===== src/rtl/pwmq_pkg.sv =====
package pwmq_pkg;
  localparam int ADDR_CTRL = 'h00;
  localparam int ADDR_STAT = 'h04;
  localparam int ADDR_SAMP = 'h0C;
  localparam int ADDR_PER  = 'h10;

  // control field positions (decoded by software)
  localparam int C_EN      = 0;
  localparam int C_REP_LO  = 1;
  localparam int C_SWR     = 3;
  localparam int C_DIV_LO  = 4;
  localparam int C_SRC_LO  = 16;
  localparam int C_MODE_LO = 18;
  localparam int C_WM_LO   = 26;

  // status flag positions
  localparam int S_FE  = 3;
  localparam int S_ROV = 4;
  localparam int S_CMP = 5;
  localparam int S_FWE = 6;

  typedef enum logic [1:0] {
    OUT_NORMAL  = 2'd0,
    OUT_INVERT  = 2'd1,
    OUT_OFF     = 2'd2,
    OUT_OFF_ALT = 2'd3
  } out_mode_e;

  typedef struct packed {
    logic fwe;
    logic cmp;
    logic rov;
    logic fe;
  } flags_t;
endpackage


===== src/rtl/pwmq_prescaler.sv =====
module pwmq_prescaler #(
  parameter int DIV_W = 12
) (
  input  logic             clk,
  input  logic             rst,
  input  logic             clr,
  input  logic             run,
  input  logic [DIV_W-1:0] div_m1,
  output logic             tick
);
  logic [DIV_W-1:0] cnt;

  assign tick = run && (cnt == div_m1);

  always_ff @(posedge clk) begin
    if (rst || clr) begin
      cnt <= '0;
    end else if (run) begin
      if (tick) cnt <= '0;
      else      cnt <= cnt + 1'b1;
    end
  end
endmodule


===== src/rtl/pwmq_sample_fifo.sv =====
module pwmq_sample_fifo #(
  parameter int DW    = 16,
  parameter int DEPTH = 4,
  localparam int AW   = (DEPTH > 1) ? $clog2(DEPTH) : 1,
  localparam int LW   = $clog2(DEPTH + 1)
) (
  input  logic          clk,
  input  logic          rst,
  input  logic          flush,
  input  logic          push,
  input  logic [DW-1:0] wdata,
  input  logic          pop,
  output logic [DW-1:0] head,
  output logic [LW-1:0] level,
  output logic          full,
  output logic          empty
);
  localparam logic [LW-1:0] LVL_MAX = LW'(DEPTH);
  localparam logic [AW-1:0] PTR_MAX = AW'(DEPTH - 1);

  logic [DW-1:0] mem [DEPTH];
  logic [AW-1:0] wr_ptr, rd_ptr;
  logic          push_ok, pop_ok;

  assign full    = (level == LVL_MAX);
  assign empty   = (level == '0);
  assign push_ok = push && !full && !flush;
  assign pop_ok  = pop && !empty && !flush;
  assign head    = mem[rd_ptr];

  // storage carries no reset so it maps onto RAM
  always_ff @(posedge clk) begin
    if (push_ok) mem[wr_ptr] <= wdata;
  end

  always_ff @(posedge clk) begin
    if (rst || flush) begin
      wr_ptr <= '0;
      rd_ptr <= '0;
      level  <= '0;
    end else begin
      if (push_ok) wr_ptr <= (wr_ptr == PTR_MAX) ? '0 : wr_ptr + 1'b1;
      if (pop_ok)  rd_ptr <= (rd_ptr == PTR_MAX) ? '0 : rd_ptr + 1'b1;
      case ({push_ok, pop_ok})
        2'b10:   level <= level + 1'b1;
        2'b01:   level <= level - 1'b1;
        default: level <= level;
      endcase
    end
  end
endmodule


===== src/rtl/pwmq_period_core.sv =====
module pwmq_period_core
  import pwmq_pkg::*;
#(
  parameter int SW = 16
) (
  input  logic          clk,
  input  logic          rst,
  input  logic          hard_clr,
  input  logic          en,
  input  logic          run,
  input  logic          tick,
  input  logic [SW-1:0] per_val,
  input  logic [1:0]    rep_sel,
  input  out_mode_e     mode,
  input  logic          fifo_empty,
  input  logic [SW-1:0] fifo_head,
  output logic          fifo_pop,
  output logic [SW-1:0] act_sample,
  output logic          rov_evt,
  output logic          cmp_evt,
  output logic          pwm_q
);
  localparam logic [SW-1:0] PER_CLAMP = {{(SW-1){1'b1}}, 1'b0};

  logic [SW-1:0] cnt, eff_per, top;
  logic [2:0]    rep_cnt;
  logic [3:0]    reps;
  logic          primed, prime, step, wrap, rep_last, below;

  assign eff_per  = (per_val > PER_CLAMP) ? PER_CLAMP : per_val;
  assign top      = eff_per + 1'b1;
  assign reps     = 4'd1 << rep_sel;
  assign rep_last = ({1'b0, rep_cnt} == (reps - 4'd1));
  assign prime    = run && !primed;
  assign step     = run && primed && tick;
  assign wrap     = (cnt == top);
  assign below    = (cnt < act_sample);

  assign fifo_pop = !hard_clr && !fifo_empty &&
                    (prime || (step && wrap && rep_last));
  assign rov_evt  = !hard_clr && step && wrap;
  assign cmp_evt  = !hard_clr && step && (cnt == act_sample);

  always_ff @(posedge clk) begin
    if (rst || hard_clr) begin
      cnt        <= '0;
      rep_cnt    <= '0;
      primed     <= 1'b0;
      act_sample <= '0;
    end else begin
      if (!en) begin
        cnt     <= '0;
        rep_cnt <= '0;
        primed  <= 1'b0;
      end else if (prime) begin
        primed <= 1'b1;
      end else if (step) begin
        if (wrap) begin
          cnt     <= '0;
          rep_cnt <= rep_last ? 3'd0 : rep_cnt + 3'd1;
        end else begin
          cnt <= cnt + 1'b1;
        end
      end
      if (fifo_pop) act_sample <= fifo_head;
    end
  end

  always_ff @(posedge clk) begin
    if (rst || hard_clr) begin
      pwm_q <= 1'b0;
    end else if (en && primed) begin
      case (mode)
        OUT_NORMAL: pwm_q <= below;
        OUT_INVERT: pwm_q <= !below;
        default:    pwm_q <= 1'b0;
      endcase
    end else begin
      pwm_q <= 1'b0;
    end
  end
endmodule


===== src/rtl/pwm_fifo_ctrl.sv =====
module pwm_fifo_ctrl
  import pwmq_pkg::*;
#(
  parameter int ADDR_W     = 5,
  parameter int SAMPLE_W   = 16,
  parameter int DIV_W      = 12,
  parameter int FIFO_DEPTH = 4,
  parameter int RST_CYCLES = 8
) (
  input  logic              clk,
  input  logic              rst,
  input  logic              bus_wr,
  input  logic              bus_rd,
  input  logic [ADDR_W-1:0] bus_addr,
  input  logic [31:0]       bus_wdata,
  output logic [31:0]       bus_rdata,
  output logic              pwm_out
);
  localparam int LVL_W = $clog2(FIFO_DEPTH + 1);
  localparam int SWR_W = $clog2(RST_CYCLES + 1);

  // control state
  logic              ctrl_en;
  logic [1:0]        ctrl_rep;
  logic [DIV_W-1:0]  ctrl_div;
  logic [1:0]        ctrl_src;
  out_mode_e         ctrl_mode;
  logic [1:0]        ctrl_wm;
  logic [SAMPLE_W-1:0] per_reg;
  logic [SWR_W-1:0]  swr_cnt;
  flags_t            flags;

  logic swr_active, swr_start, acc;
  logic wr_ctrl, wr_stat, wr_samp, wr_per;
  logic run, tick, fifo_pop, fifo_full, fifo_empty, rov_evt, cmp_evt;
  logic [LVL_W-1:0]    fifo_level;
  logic [SAMPLE_W-1:0] fifo_head, act_sample;
  flags_t flag_set, flag_clr;

  assign swr_active = (swr_cnt != '0);
  assign acc        = bus_wr && !swr_active;
  assign wr_ctrl    = acc && (bus_addr == ADDR_W'(ADDR_CTRL));
  assign wr_stat    = acc && (bus_addr == ADDR_W'(ADDR_STAT));
  assign wr_samp    = acc && (bus_addr == ADDR_W'(ADDR_SAMP));
  assign wr_per     = acc && (bus_addr == ADDR_W'(ADDR_PER));
  assign swr_start  = wr_ctrl && bus_wdata[C_SWR];
  assign run        = ctrl_en && (ctrl_src != 2'd0);

  always_ff @(posedge clk) begin
    if (rst || swr_start) begin
      ctrl_en   <= 1'b0;
      ctrl_rep  <= '0;
      ctrl_div  <= '0;
      ctrl_src  <= '0;
      ctrl_mode <= OUT_NORMAL;
      ctrl_wm   <= '0;
      per_reg   <= '0;
    end else begin
      if (wr_ctrl) begin
        ctrl_en   <= bus_wdata[C_EN];
        ctrl_rep  <= bus_wdata[C_REP_LO +: 2];
        ctrl_div  <= bus_wdata[C_DIV_LO +: DIV_W];
        ctrl_src  <= bus_wdata[C_SRC_LO +: 2];
        ctrl_mode <= out_mode_e'(bus_wdata[C_MODE_LO +: 2]);
        ctrl_wm   <= bus_wdata[C_WM_LO +: 2];
      end
      if (wr_per) per_reg <= bus_wdata[SAMPLE_W-1:0];
    end
  end

  always_ff @(posedge clk) begin
    if (rst)            swr_cnt <= '0;
    else if (swr_start) swr_cnt <= SWR_W'(RST_CYCLES);
    else if (swr_active) swr_cnt <= swr_cnt - 1'b1;
  end

  // sticky flags: set wins over write-one-to-clear
  always_comb begin
    flag_set.fwe = wr_samp && fifo_full;
    flag_set.cmp = cmp_evt;
    flag_set.rov = rov_evt;
    flag_set.fe  = !swr_active && (fifo_level <= LVL_W'(ctrl_wm));
    flag_clr     = wr_stat ? flags_t'(bus_wdata[S_FWE:S_FE]) : '0;
  end

  always_ff @(posedge clk) begin
    if (rst || swr_start || swr_active) flags <= '0;
    else flags <= (flags & ~flag_clr) | flag_set;
  end

  pwmq_sample_fifo #(.DW(SAMPLE_W), .DEPTH(FIFO_DEPTH)) u_fifo (
    .clk   (clk),
    .rst   (rst),
    .flush (swr_start),
    .push  (wr_samp),
    .wdata (bus_wdata[SAMPLE_W-1:0]),
    .pop   (fifo_pop),
    .head  (fifo_head),
    .level (fifo_level),
    .full  (fifo_full),
    .empty (fifo_empty)
  );

  pwmq_prescaler #(.DIV_W(DIV_W)) u_presc (
    .clk    (clk),
    .rst    (rst),
    .clr    (swr_start || !ctrl_en),
    .run    (run),
    .div_m1 (ctrl_div),
    .tick   (tick)
  );

  pwmq_period_core #(.SW(SAMPLE_W)) u_core (
    .clk        (clk),
    .rst        (rst),
    .hard_clr   (swr_start),
    .en         (ctrl_en),
    .run        (run),
    .tick       (tick),
    .per_val    (per_reg),
    .rep_sel    (ctrl_rep),
    .mode       (ctrl_mode),
    .fifo_empty (fifo_empty),
    .fifo_head  (fifo_head),
    .fifo_pop   (fifo_pop),
    .act_sample (act_sample),
    .rov_evt    (rov_evt),
    .cmp_evt    (cmp_evt),
    .pwm_q      (pwm_out)
  );

  always_ff @(posedge clk) begin
    if (rst) begin
      bus_rdata <= '0;
    end else if (bus_rd) begin
      bus_rdata <= '0;
      case (bus_addr)
        ADDR_W'(ADDR_CTRL): begin
          bus_rdata[C_EN]             <= ctrl_en;
          bus_rdata[C_REP_LO +: 2]    <= ctrl_rep;
          bus_rdata[C_SWR]            <= swr_active;
          bus_rdata[C_DIV_LO +: DIV_W] <= ctrl_div;
          bus_rdata[C_SRC_LO +: 2]    <= ctrl_src;
          bus_rdata[C_MODE_LO +: 2]   <= ctrl_mode;
          bus_rdata[C_WM_LO +: 2]     <= ctrl_wm;
        end
        ADDR_W'(ADDR_STAT): begin
          bus_rdata[LVL_W-1:0]   <= fifo_level;
          bus_rdata[S_FWE:S_FE]  <= flags;
        end
        ADDR_W'(ADDR_SAMP): bus_rdata[SAMPLE_W-1:0] <= ctrl_en ? act_sample : '0;
        ADDR_W'(ADDR_PER):  bus_rdata[SAMPLE_W-1:0] <= per_reg;
        default: bus_rdata <= '0;
      endcase
    end
  end
endmodule


===== config.mk =====
export PLATFORM = sky130hd
export DESIGN_NAME = pwm_fifo_ctrl
export DESIGN_NICKNAME = d
export VERILOG_FILES = /design/src/rtl/pwmq_pkg.sv /design/src/rtl/pwmq_prescaler.sv /design/src/rtl/pwmq_sample_fifo.sv /design/src/rtl/pwmq_period_core.sv /design/src/rtl/pwm_fifo_ctrl.sv
export SDC_FILE = /design/constraint.sdc
export NUM_CORES = 1
export LEC_CHECK = 0
export CAP_MARGIN = 10
export CORE_MARGIN = 3
export CORE_UTILIZATION = 55
export CTS_BUF_LIST = sky130_fd_sc_hd__clkbuf_8
export DETAILED_ROUTE_END_ITERATION = 8
export DONT_BUFFER_PORTS = 1
export PLACE_DENSITY = 0.71
export SLEW_MARGIN = 0
export SYNTH_ARGS = -nofsm -noshare
export SYNTH_HDL_FRONTEND = slang
export SYNTH_HIERARCHICAL = 1
export SYNTH_SLANG_ARGS = --single-unit
export TNS_END_PERCENT = 100

===== constraint.sdc =====
create_clock -name clk -period 12.15 [get_ports clk]
set_clock_uncertainty 0.1 [all_clocks]
set_input_delay 2.43 -clock clk [delete_from_list [all_inputs] [get_ports clk]]
set_output_delay 2.43 -clock clk [all_outputs]
set_load 0.01 [all_outputs]

==> results of run 1 <==
-- metal layers --
metal,vias up,GRT usage [%],routed length (um)
met5,-,0,0
met4,0,8.679,623
met3,40,5.795,1499
met2,222,36.34,9533
met1,3207,33.01,9390
li1,3236,-,-
-- worst reg2reg max path: stages, from the launching register on --
cell,delay (ps)
dfxtp_1,550
and3_1,350
nand3_1,260
nor3_1,430
nor2b_1,100
ha_1,260
and2_1,190
and4_1,240
a311oi_1,290
o211ai_1,120
a211o_1,320
o41ai_2,350
buf_4,270
and2_1,510
nor3b_2,430
ha_1,260
inv_1,60
fa_1,370
xor2_1,150
or3_1,300
a21boi_0,160
-- kinds of logic after synthesis --
kind of cell               Yosys count  synth area share [%]
and+or+nand+nor                    355                 19.70
DFF                                189                 48.14
AOI/OAI and AO/OA                  161                 10.71
buffers and inverters               91                 5.132
xor gates and xnor gates            58                 5.527
muxes                               37                 6.453
adders and majority gates           31                 4.302
other                                1               0.04080
-- power groups by stage --
| stage | Clock, W | Sequential [W] | Combinational, W |
|---|---|---|---|
| 6_report | 0.000432 | 0.000668 | 0.0000617 |
| 5_1_grt | 0.000465 | 0.000670 | 0.0000684 |
| 4_1_cts | 0.000440 | 0.000668 | 0.0000613 |
| 3_5_place_dp | 0 | 0.000683 | 0.0000609 |
| 3_3_place_gp | 0 | 0.000683 | 0.0000597 |
| 2_1_floorplan | 0 | 0.000681 | 0.0000572 |
-- metrics by stage --
stage	total power (W)	hold WS (ps)	area (sq um)	setup slack [ps]
final	0.001162	383.9	9622	5994
after global routing	0.001204	399.5	9622	5602
after CTS	0.001170	382.8	9622	6076
after detailed placement	0.0007437	368.4	9204	5586
after global placement	0.0007427	359.8	9204	5610
after floorplan	0.0007380	338.4	9225	6312
-- final cells by class --
type / instances / area (sq um) / share of cell area [%]
Sequential cell: 189 / 4424 / 45.98
Multi-Input combinational cell: 652 / 4337 / 45.07
Tap cell: 216 / 270.3 / 2.809
Clock buffer: 17 / 234.0 / 2.432
Clock inverter: 15 / 183.9 / 1.912
Inverter: 34 / 127.6 / 1.326
Timing Repair Buffer: 6 / 45.04 / 0.4681
-- worst paths after layout --
| kind | endpoint | depth (start not counted) | slack (ps) | start |
|---|---|---|---|---|
| min | u_core/act_sample[13]$_SDFFE_PP0P_ | 2 | 380 | u_core/act_sample[13]$_SDFFE_PP0P_ |
| max | u_fifo/level[2]$_SDFFE_PP0P_ | 20 | 5990 | per_reg[3]$_SDFFE_PP0P_ |
| max reg2reg | u_fifo/level[2]$_SDFFE_PP0P_ | 20 | 5990 | per_reg[3]$_SDFFE_PP0P_ |
| min reg2reg | u_core/act_sample[13]$_SDFFE_PP0P_ | 2 | 380 | u_core/act_sample[13]$_SDFFE_PP0P_ |
-- cells in the mapped netlist (3+ instances only) --
master / count / area [sq um]
buf_4: 14 / 105.1
a21oi_1: 65 / 325.3
and4_1: 4 / 35.03
xor2_1: 29 / 254.0
buf_2: 18 / 90.09
nand3b_1: 3 / 22.52
o211ai_1: 3 / 22.52
inv_1: 34 / 127.6
nor4b_1: 3 / 26.28
nand4b_1: 7 / 61.31
ha_1: 30 / 375.4
nor2b_1: 5 / 31.28
a221oi_1: 6 / 52.55
nor3_1: 20 / 100.1
o21a_1: 4 / 30.03
xnor2_1: 29 / 254.0
buf_6: 5 / 56.30
dfxtp_1: 125 / 2502
o21ai_0: 34 / 170.2
and2_1: 7 / 43.79
o22ai_1: 3 / 18.77
or4_1: 4 / 30.03
mux2i_1: 21 / 210.2
and3_1: 16 / 100.1
edfxtp_1: 64 / 1922
a211o_1: 3 / 26.28
a21o_1: 6 / 45.04
nand2b_1: 14 / 87.58
a211oi_1: 6 / 45.04
nand2_1: 138 / 518.0
nor2_1: 54 / 202.7
nand4_1: 28 / 175.2
nand3_1: 24 / 120.1
o21ai_1: 5 / 25.02
clkbuf_1: 18 / 67.56
mux4_2: 10 / 225.2
or3_1: 6 / 37.54
a31oi_1: 7 / 43.79
mux4_1: 6 / 157.7
==> reports/results.md, run 1 <==
| Quantity | Value | Unit |
| --- | --- | --- |
| Final hold violations | 0 | - |
| Critical Path Max Stage Delay | 550 | ps |
| Sum of overflow across all layers after global routing | 0 | - |
| Initial DRC count | 527 | - |
| CTS Root Cell | clkbuf_8 | - |
| Utilization after layout | 59.71 | % |
| Standard-cell rows | 46 | - |
| H-tree Lvls | 4 | - |
| Fin crit period | 6156 | ps |
| Nature of the critical path endpoint | flip-flop | - |
| # Max-Cap Violations | 0 | - |
| Clock edge transition at the registers on the reported setup and hold paths | 100 | ps |
| Total clock buffers created by CTS | 17 | - |
| Largest net degree at the start of global routing | 40 | - |
| Height of the die | 135.3 | um |
| Placer Congestion | 0.9167 | - |
| Post-Layout Cell Count | 1,129 | - |
| Number of primary I/O pins | 74 | - |
| Die ar. | 0.01830 | sq mm |
| Internal Pwr Total | 0.0008772 | W |
| Type of the worst min-delay path | flip-flop to flip-flop | - |
| Number of buffers inserted by hold repair at cts | 0 | - |
| Nets | 972 | - |
| Initial antenna violation count | 0 | - |
| Number of flip-flops under the largest register name | 64 | - |
| Pwr/cell area | 120.8 | mW/mm^2 |
| Max clock buf depth | 2 | - |
| Switching part of the total | 24.51 | % |
| WP data required | 12,450 | ps |
| Post-route clock period utilization | 50.67 | % |
| Critical path fanouts, max | 17 | - |
| Final sum of negative setup slack | 0 | ps |
| Clock network fraction of total power | 37.2 | % |
| Post-DP HPWL | 14,960 | um |
| Psw | 0.0002848 | W |
| First-pass GRT wire length | 33,620 | um |
| Antenna-violating nets left | 0 | - |
| Width of the die | 135.3 | um |
| Library cell contributing the largest single delay on the critical path | dfxtp_1 | - |
| Final max-slew violation count | 0 | - |
| Count of endpoints failing setup in the final report | 0 | - |
| Arr. time, crit path | 6460 | ps |
| Vias per inst | 5.939 | - |
| Placed cell count | 1,097 | - |
| Register bank with the most flops | u_fifo/mem | - |
| Clk sinks | 189 | - |
| Static Leakage | 3.138 | nW |
| Status | finished, final reports clean | - |
| Most frequent cells in the layout | nand2_1, dfxtp_1, a21oi_1, edfxtp_1, nor2_1 | - |
| Synthesis-to-finish area growth | 4.683 | % |
| Critical path buffers and inverters | 2 | - |
| Insertion delay of the later-clocked pin in the worst-skew pair | 470 | ps |
| Post-synth top flop | dfxtp_1 | - |
| Ratio of cells with drive above 1 in the final layout | 7.229 | % |
| Average instance area after synthesis | 9.958 | sq um |
| Share of synthesized registers carrying an async set or reset | 0 | % |
| Relative slew margins | 28.55 | % |
| Power share of the sequential group | 57.5 | % |
| Initial DRT Pass Iterations | 6 | - |
| Number of setup buffers added after CTS | 0 | - |
| Sort of element at the start of the critical path | flip-flop | - |
| Core region area | 0.01612 | sq mm |
| Post-Synthesis Cells | 923 | - |
| Total wire length | 21,050 | um |
| Number of fillers in the final layout | 1,374 | - |
| Post-DR wirelength/cell | 18.64 | um |
| Part of the Yosys area used for sequential elements | 48.14 | % |
| Detailed-route via count | 6,705 | - |
| Distinct cell type count of the synthesized netlist | 74 | - |
| Port-buffer cells | 0 | - |
| Effective utilization at floorplan | 57.03 | % |
| Count of flip-flops with a built-in enable after synthesis | 64 | - |
| Largest registers | u_fifo/mem x64, bus_rdata x22 | - |
| Yosys synthesis warning count | 6 | - |
| Measured slew at the worst slew-check pin | 1070 | ps |
| Number of gates resized after CTS | 0 | - |
| GRT Util Overall | 23.74 | % |
| Kind of cell adding the most delay to the critical path | simple AND/OR/NAND/NOR gates | - |
| Type of the setup path with the least slack | flip-flop to flip-flop | - |
| Clock tree from TritonCTS | done | - |
| Vias in the first global route | 6,200 | - |
| Diode count | 0 | - |
| Share of power burned in combinational logic | 5.3 | % |
| Flops & latches, synth | 189 | - |
| Most common cell after layout, fill and taps aside | nand2_1 | - |
| Residual DRC count | 0 | - |
| RSZ-0062 raised after global routing | false | - |
| Post-synthesis instance area | 0.009191 | sq mm |
| FMAX | 162.4 | MHz |
| Peak supply drop | 0.00009547 | V |
| Ordered cell list for the critical path | and3_1, nand3_1, nor3_1, nor2b_1, ha_1, and2_1, and4_1, a311oi_1, o211ai_1, a211o_1, o41ai_2, buf_4, and2_1, nor3b_2, ha_1, inv_1, fa_1, xor2_1, or3_1, a21boi_0 | - |
Power figures use the tool's default switching activity.
==> inputs of run 2 (changes only) <==
--- a/config.mk
+++ b/config.mk
@@ -11,7 +11,7 @@
 export CTS_BUF_LIST = sky130_fd_sc_hd__clkbuf_8
 export DETAILED_ROUTE_END_ITERATION = 8
 export DONT_BUFFER_PORTS = 1
-export PLACE_DENSITY = 0.71
+export PLACE_DENSITY = 0.74
 export SLEW_MARGIN = 0
 export SYNTH_ARGS = -nofsm -noshare
 export SYNTH_HDL_FRONTEND = slang
==> constraint.sdc (replaced) <==
create_clock -name clk -period 5.5 [get_ports clk]
set_clock_uncertainty 0.1 [all_clocks]
set_input_delay 1.1 -clock clk [delete_from_list [all_inputs] [get_ports clk]]
set_output_delay 1.1 -clock clk [all_outputs]
set_load 0.01 [all_outputs]
==> run 2 against run 1 <==
Against the previous run: cell count up 0.44%; worst hold slack worse by 3.5 ps; first-iteration DRC count up 3.2%; wire length up 0.47%; design area up 1.1%; via count down 0.42%; utilization up 0.64 points; largest cell class unchanged.
==> reports/results.md, run 2 (same netlist as run 1, synthesis figures left out) <==
| Quantity | Value | Unit | vs previous |
| --- | --- | --- | --- |
| Endpoint of the worst register-to-register path | u_fifo/level[2]$_SDFFE_PP0P_ | - |  |
| CTS Root Cell | clkbuf_8 | - |  |
| Largest registers | u_fifo/mem x64, bus_rdata x22 | - |  |
| Clock edge transition at the registers on the reported setup and hold paths | 100 | ps | about the same |
| Final sum of negative setup slack | 0 | ps | unchanged |
| Final max-slew violation count | 0 | - | unchanged |
| Antenna-violating nets left | 0 | - | unchanged |
| Initial DRT Pass Iterations | 5 | - | -1 |
| Peak supply drop | 0.0001987 | V | +110% |
| # Max-Cap Violations | 0 | - | unchanged |
| Residual DRC count | 0 | - | unchanged |
| Effective utilization at floorplan | 57.03 | % | unchanged |
| Startpoint of the most critical register-to-register path | per_reg[2]$_SDFFE_PP0P_ | - |  |
| Largest net degree at the start of global routing | 40 | - | unchanged |
| Clk sinks | 189 | - | unchanged |
| Post-route clock period utilization | 93.51 | % | +43 points |
| Vias in the first global route | 6,594 | - | +6.4% |
| Number of flip-flops under the largest register name | 64 | - | unchanged |
| Fin crit period | 5143 | ps | -1013 ps |
| Relative slew margins | 31.59 | % | +3.0 points |
| Internal Pwr Total | 0.002106 | W | +140% |
| FMAX | 194.4 | MHz | +20% |
| Register bank with the most flops | u_fifo/mem | - |  |
| Status | finished, final reports clean | - |  |
| Share of power burned in combinational logic | 5.1 | % | -0.2 points |
| Nets | 977 | - | +0.51% |
| Placer Congestion | 0.9111 | - | -0.61% |
| Vias per inst | 5.888 | - | -0.86% |
| Number of gates resized after CTS | 0 | - | unchanged |
| Number of setup buffers added after CTS | 0 | - | unchanged |
| Type of the setup path with the least slack | flip-flop to flip-flop | - |  |
| First-pass GRT wire length | 34,560 | um | +2.8% |
| Post-DP HPWL | 15,160 | um | +1.4% |
| Total clock buffers created by CTS | 17 | - | unchanged |
| Pwr/cell area | 277.4 | mW/mm^2 | +130% |
| Post-DR wirelength/cell | 18.65 | um | about the same |
| Sum of overflow across all layers after global routing | 0 | - | unchanged |
| Reg-to-reg setup timing slack | 360 | ps | -5640 ps |
| Psw | 0.0005917 | W | +110% |
| Cell count of the worst reg-to-reg path | 19 | - | -5.0% |
| Clock tree from TritonCTS | done | - |  |
| Standard-cell rows | 46 | - | unchanged |
| Worst setup slack after layout | 356.9 | ps | -5637 ps |
| Number of fillers in the final layout | 1,377 | - | +0.22% |
| Height of the die | 135.3 | um | unchanged |
| Nature of the critical path endpoint | flip-flop | - |  |
| Initial antenna violation count | 0 | - | unchanged |
| Total wire length | 21,140 | um | +0.47% |
| Port-buffer cells | 0 | - | unchanged |
| Most frequent cells in the layout | nand2_1, dfxtp_1, a21oi_1, edfxtp_1, nor2_1 | - |  |
| Critical path fanouts, max | 8 | - | -9 |
| Measured slew at the worst slew-check pin | 1023 | ps | -47.05 ps |
| Detailed-route via count | 6,677 | - | -0.42% |
| Final hold violations | 0 | - | unchanged |
| Switching part of the total | 21.94 | % | -2.6 points |
| Insertion delay of the later-clocked pin in the worst-skew pair | 470 | ps | about the same |
| Power share of the sequential group | 54.7 | % | -2.8 points |
| Diode count | 0 | - | unchanged |
| Initial DRC count | 544 | - | +3.2% |
| Number of cells on the worst hold path | 2 | - | unchanged |
| Total power draw | 0.002697 | W | +130% |
| Clock network fraction of total power | 40.2 | % | +3.0 points |
| Hold Crit Start | u_core/act_sample[13]$_SDFFE_PP0P_ | - |  |
| Most common cell after layout, fill and taps aside | nand2_1 | - |  |
| Ratio of cells with drive above 1 in the final layout | 7.734 | % | +0.51 points |
| Count of endpoints failing setup in the final report | 0 | - | unchanged |
| Number of primary I/O pins | 74 | - | unchanged |
| Core region area | 0.01612 | sq mm | unchanged |
| WP data required | 5800 | ps | -6650 ps |
| Pre-CTS setup slack | 386.5 | ps | -5199 ps |
| Width of the die | 135.3 | um | unchanged |
| RSZ-0062 raised after global routing | false | - |  |
| Max clock buf depth | 2 | - | unchanged |
| Arr. time, crit path | 5440 | ps | -1020 ps |
| Synthesis-to-finish area growth | 5.799 | % |  |
| Type of the worst min-delay path | flip-flop to flip-flop | - |  |
| Endpoint of the worst hold path | u_core/act_sample[13]$_SDFFE_PP0P_ | - |  |
| Number of buffers inserted by hold repair at cts | 0 | - | unchanged |
| H-tree Lvls | 4 | - | unchanged |
| Sort of element at the start of the critical path | flip-flop | - |  |
| Die ar. | 0.01830 | sq mm | unchanged |
| Static Leakage | 3.203 | nW | +2.1% |
| GRT Util Overall | 24.25 | % | +0.51 points |
run 2: stage by stage:
stage | instances | utilization [%] | area [sq um] | hold WS, ps
4_1_cts | 1134 | 60.31 | 9719 | 378.8
3_5_place_dp | 1102 | 57.34 | 9241 | 365.7
6_report | 1134 | 60.34 | 9724 | 380.4
5_1_grt | 1134 | 60.34 | 9724 | 397.2
2_1_floorplan | 932 | - | 9225 | 338.4
3_3_place_gp | 1102 | 57.34 | 9241 | 360.4
run 2: per-layer routing:
metal	track usage, %	share of wire (%)	wire (um)	vias to the layer above
met5	0	0	0	-
met4	7.783	2.4	504	0
met3	6.984	6.4	1348	29
met2	38.27	46	9741	177
met1	32.47	45	9549	3227
li1	-	-	-	3244
run 2: area by class of cell:
cell class | instances | area [sq um] | share of cell area (%)
clock buffer | 17 | 234.0 | 2.406
clock inverter | 15 | 244.0 | 2.509
inverter | 34 | 127.6 | 1.312
multi-input combinational | 652 | 4342 | 44.65
sequential | 189 | 4424 | 45.50
tap | 216 | 270.3 | 2.779
timing repair buffer | 11 | 82.58 | 0.8492
run 2: power by group through the flow:
stage | Combinational, W | Clock [W] | Sequential (W)
final | 0.000137 | 0.00108 | 0.00148
after global routing | 0.000153 | 0.00116 | 0.00148
after CTS | 0.000136 | 0.00110 | 0.00148
after detailed placement | 0.000136 | 0 | 0.00151
after global placement | 0.000133 | 0 | 0.00151
after floorplan | 0.000126 | 0 | 0.00150
run 2: worst max-delay path, cell delays in order (launching register included):
cell	delay, ps
dfxtp_1	490
and3_1	320
nand3_1	220
nor3_2	300
nor2b_1	80
ha_1	240
and2_1	190
and4_1	230
a311oi_1	280
o211ai_1	110
a211o_1	290
o41ai_2	520
and2_1	220
nor3b_2	210
ha_1	220
inv_1	60
fa_1	370
xor2_1	150
or3_1	300
a21boi_0	160
run 2: worst max path at each step:
stage,start,endpoint
2_1_floorplan,per_reg[3]$_SDFFE_PP0P_,u_fifo/level[2]$_SDFFE_PP0P_
3_3_place_gp,per_reg[2]$_SDFFE_PP0P_,u_fifo/level[2]$_SDFFE_PP0P_
3_5_place_dp,per_reg[2]$_SDFFE_PP0P_,u_fifo/level[2]$_SDFFE_PP0P_
4_1_cts,per_reg[2]$_SDFFE_PP0P_,u_fifo/level[2]$_SDFFE_PP0P_
5_1_grt,per_reg[2]$_SDFFE_PP0P_,u_fifo/level[2]$_SDFFE_PP0P_
6_report,per_reg[2]$_SDFFE_PP0P_,u_fifo/level[2]$_SDFFE_PP0P_
==> inputs of run 3 (changes only) <==
--- a/config.mk
+++ b/config.mk
@@ -15,6 +15,5 @@
 export SLEW_MARGIN = 0
 export SYNTH_ARGS = -nofsm -noshare
 export SYNTH_HDL_FRONTEND = slang
-export SYNTH_HIERARCHICAL = 1
 export SYNTH_SLANG_ARGS = --single-unit
 export TNS_END_PERCENT = 100
==> run 3 against run 2 <==
Against the previous run: global-route usage up 1.3 points; area after synthesis shrank 1.6%; count of clock-buffer cells in the layout grew 3; sequential power about the same.
==> reports/results.md, run 3 <==
| Quantity | Value | Unit | vs previous |
| --- | --- | --- | --- |
| Status | finished, final reports clean | - |  |
| Number of buffers inserted by hold repair at cts | 0 | - | unchanged |
| Switching part of the total | 22.68 | % | +0.74 points |
| Die ar. | 0.01802 | sq mm | -1.5% |
| Type of the worst min-delay path | flip-flop to flip-flop | - |  |
| Share of the synthesized area in the top cell type | 27.22 | % | about the same |
| Type of the setup path with the least slack | flip-flop to flip-flop | - |  |
| Final hold violations | 0 | - | unchanged |
| Nets | 979 | - | +0.20% |
| Total clock buffers created by CTS | 17 | - | unchanged |
| Post-route clock period utilization | 93.46 | % | about the same |
| Initial DRT Pass Iterations | 7 | - | +2 |
| Ratio of cells with drive above 1 in the final layout | 8.370 | % | +0.64 points |
| Core region area | 0.01600 | sq mm | -0.71% |
| First-pass GRT wire length | 35,550 | um | +2.9% |
| Internal Pwr Total | 0.002034 | W | -3.4% |
| Hold slack final | 369.3 | ps | -11.14 ps |
| Power share of the sequential group | 55.6 | % | +0.9 points |
| Number of fillers in the final layout | 1,392 | - | +1.1% |
| Peak supply drop | 0.0002147 | V | +8.0% |
| Port-buffer cells | 0 | - | unchanged |
| Total wire length | 22,370 | um | +5.8% |
| Count of flip-flops with a built-in enable after synthesis | 64 | - | unchanged |
| Count of endpoints failing setup in the final report | 0 | - | unchanged |
| Number of gates resized after CTS | 0 | - | unchanged |
| Clk sinks | 187 | - | -1.1% |
| Effective utilization at floorplan | 56.53 | % | -0.50 points |
| Width of the die | 134.2 | um | -0.76% |
| Max clock buf depth | 2 | - | unchanged |
| Part of the Yosys area used for sequential elements | 48.47 | % | +0.34 points |
| Final sum of negative setup slack | 0 | ps | unchanged |
| Post-DP HPWL | 16,040 | um | +5.8% |
| Placer Congestion | 0.9298 | - | +2.1% |
| Share of synthesized registers carrying an async set or reset | 0 | % | unchanged |
| Vias per inst | 6.043 | - | +2.6% |
| Residual DRC count | 0 | - | unchanged |
| Antenna-violating nets left | 0 | - | unchanged |
| Clock network fraction of total power | 38.7 | % | -1.5 points |
| Sort of element at the start of the critical path | flip-flop | - |  |
| Initial DRC count | 870 | - | +60% |
| Diode count | 0 | - | unchanged |
| Measured slew at the worst slew-check pin | 1039 | ps | +15.89 ps |
| Initial antenna violation count | 0 | - | unchanged |
| Leading cell type by number of instances after synthesis | nand2_1 | - |  |
| Detailed-route via count | 6,865 | - | +2.8% |
| Register bank with the most flops | u_fifo.mem | - |  |
| Top area cells in the synthesized netlist | dfxtp_1, edfxtp_1, nand2_1, a21oi_1, ha_1 | - |  |
| H-tree Lvls | 4 | - | unchanged |
| Static Leakage | 3.246 | nW | +1.4% |
| Standard-cell rows | 46 | - | unchanged |
| Largest registers | u_fifo.mem x64, bus_rdata x22 | - |  |
| Synthesis-to-finish area growth | 6.059 | % |  |
| CTS Root Cell | clkbuf_8 | - |  |
| GRT Util Overall | 25.51 | % | +1.3 points |
| Post-Synthesis Cells | 930 | - | +0.76% |
| Fin crit period | 5140 | ps | -3.024 ps |
| Vias in the first global route | 6,547 | - | -0.71% |
| Clock tree from TritonCTS | done | - |  |
| Placed cell count | 1,104 | - | +0.18% |
| # Max-Cap Violations | 0 | - | unchanged |
| Average instance area after synthesis | 9.726 | sq um | -2.3% |
| Most frequent cells in the layout | nand2_1, dfxtp_1, nor2_1, a21oi_1, edfxtp_1 | - |  |
| Post-synth top flop | dfxtp_1 | - |  |
| Height of the die | 134.2 | um | -0.76% |
| Post-synthesis instance area | 0.009045 | sq mm | -1.6% |
| Flops & latches, synth | 187 | - | -1.1% |
| Clock edge transition at the registers on the reported setup and hold paths | 90 | ps | about the same |
| Share of power burned in combinational logic | 5.7 | % | +0.6 points |
| Sum of overflow across all layers after global routing | 0 | - | unchanged |
| Yosys synthesis warning count | 0 | - | -6 |
| Final max-slew violation count | 0 | - | unchanged |
| RSZ-0062 raised after global routing | false | - |  |
| Post-Layout Cell Count | 1,136 | - | +0.18% |
| Distinct cell type count of the synthesized netlist | 64 | - | -14% |
| FMAX | 194.5 | MHz | about the same |
| Most instantiated cells after synthesis | nand2_1, dfxtp_1, nor2_1, a21oi_1, edfxtp_1 | - |  |
| Arr. time, crit path | 5370 | ps | -70 ps |
| Number of setup buffers added after CTS | 0 | - | unchanged |
| Most common cell after layout, fill and taps aside | nand2_1 | - |  |
| Largest net degree at the start of global routing | 34 | - | -15% |
| Relative slew margins | 30.53 | % | -1.1 points |
| Critical path fanouts, max | 17 | - | +9 |
| Library cell occupying the most area in the post-synthesis netlist | dfxtp_1 | - |  |
| Nature of the critical path endpoint | flip-flop | - |  |
| Number of primary I/O pins | 74 | - | unchanged |
| Number of flip-flops under the largest register name | 64 | - | unchanged |
| Post-DR wirelength/cell | 19.69 | um | +5.6% |
| Insertion delay of the later-clocked pin in the worst-skew pair | 470 | ps | about the same |
| Pwr/cell area | 274.2 | mW/mm^2 | -1.1% |
| WP data required | 5730 | ps | -70 ps |
| Psw | 0.0005965 | W | +0.81% |
[run 3: cell types whose count changed in the layout (fill, tap and decap cells not counted), moves of 8 or more]
cell,previous run,this run
nand2b_1,14,4
nand4_1,28,17
a21oi_1,65,76
a22oi_1,0,11
o21ai_0,34,19
nand2_1,138,128
nor2_1,53,99
nor3_1,19,11
o2111ai_1,1,16
o31ai_1,1,16
[run 3: area by class of cell]
type / count / area [sq um] / share of cell area, %
inverters: 31 / 116.4 / 1.213
well taps: 216 / 270.3 / 2.817
multi-input cells: 656 / 4269 / 44.50
flip-flops and latches: 187 / 4384 / 45.70
clock buffers: 20 / 275.3 / 2.869
clock inverters: 12 / 172.7 / 1.800
repair buffers: 14 / 105.1 / 1.096
[run 3: worst max-delay path, stage by stage, from the launching register on]
cell	delay (ps)
dfxtp_1	460
and4_1	380
nand3_1	190
o31a_1	340
ha_1	230
nand3_1	240
o311a_1	200
a31oi_1	60
or4b_1	500
or3_1	390
or4b_4	550
nand2_4	240
ha_1	230
inv_1	60
fa_1	370
xor2_1	150
nor2_1	130
xnor2_1	130
nor2_1	50
[run 3: through the flow]
stage	instance area, sq um	utilization, %	setup WS (ps)	total power (W)
finish	9593	59.95	359.9	0.002631
global route	9593	59.95	141.5	0.002723
CTS	9593	59.95	398.7	0.002641
detailed placement	9145	57.16	407.7	0.001641
global placement	9145	57.16	520.9	0.001639
floorplan	9079	-	924.4	0.001613
[run 3: cell families after synthesis]
logic type	synth area share, %
AO/OA/AOI/OAI	12.51
XOR/XNOR	5.907
adder cells (fa/ha/maj)	4.371
buffers and inverters	4.731
flip-flops	48.47
multiplexers	6.612
other	0.04146
AND/OR/NAND/NOR	17.36
[run 3: metal layers]
layer / track usage (%) / part of all wire [%] / routed length (um) / vias to the layer above
li1: - / - / - / 3257
met1: 34.69 / 43 / 9590 / 3303
met5: 0 / 0 / 0 / -
met4: 7.749 / 2.0 / 452 / 0
met3: 6.602 / 8.7 / 1948 / 32
met2: 40.42 / 46 / 10380 / 273
[run 3: power groups by stage]
stage | clock network, W | logic [W] | registers [W]
floorplan | 0 | 0.000125 | 0.00149
global placement | 0 | 0.000147 | 0.00149
detailed placement | 0 | 0.000147 | 0.00149
CTS | 0.00103 | 0.000148 | 0.00146
global route | 0.00109 | 0.000168 | 0.00146
finish | 0.00102 | 0.000150 | 0.00146
[run 3: path summary, 6_finish.rpt]
kind,start,end,slack (ps),depth (start not counted)
setup / recovery,per_reg[9]$_SDFFE_PP0P_,u_fifo.level[2]$_SDFFE_PP0P_,360,18
hold / removal,flags[2]$_SDFF_PP0_,flags[2]$_SDFF_PP0_,370,2
setup reg to reg,per_reg[9]$_SDFFE_PP0P_,u_fifo.level[2]$_SDFFE_PP0P_,360,18
hold reg to reg,flags[2]$_SDFF_PP0_,flags[2]$_SDFF_PP0_,370,2
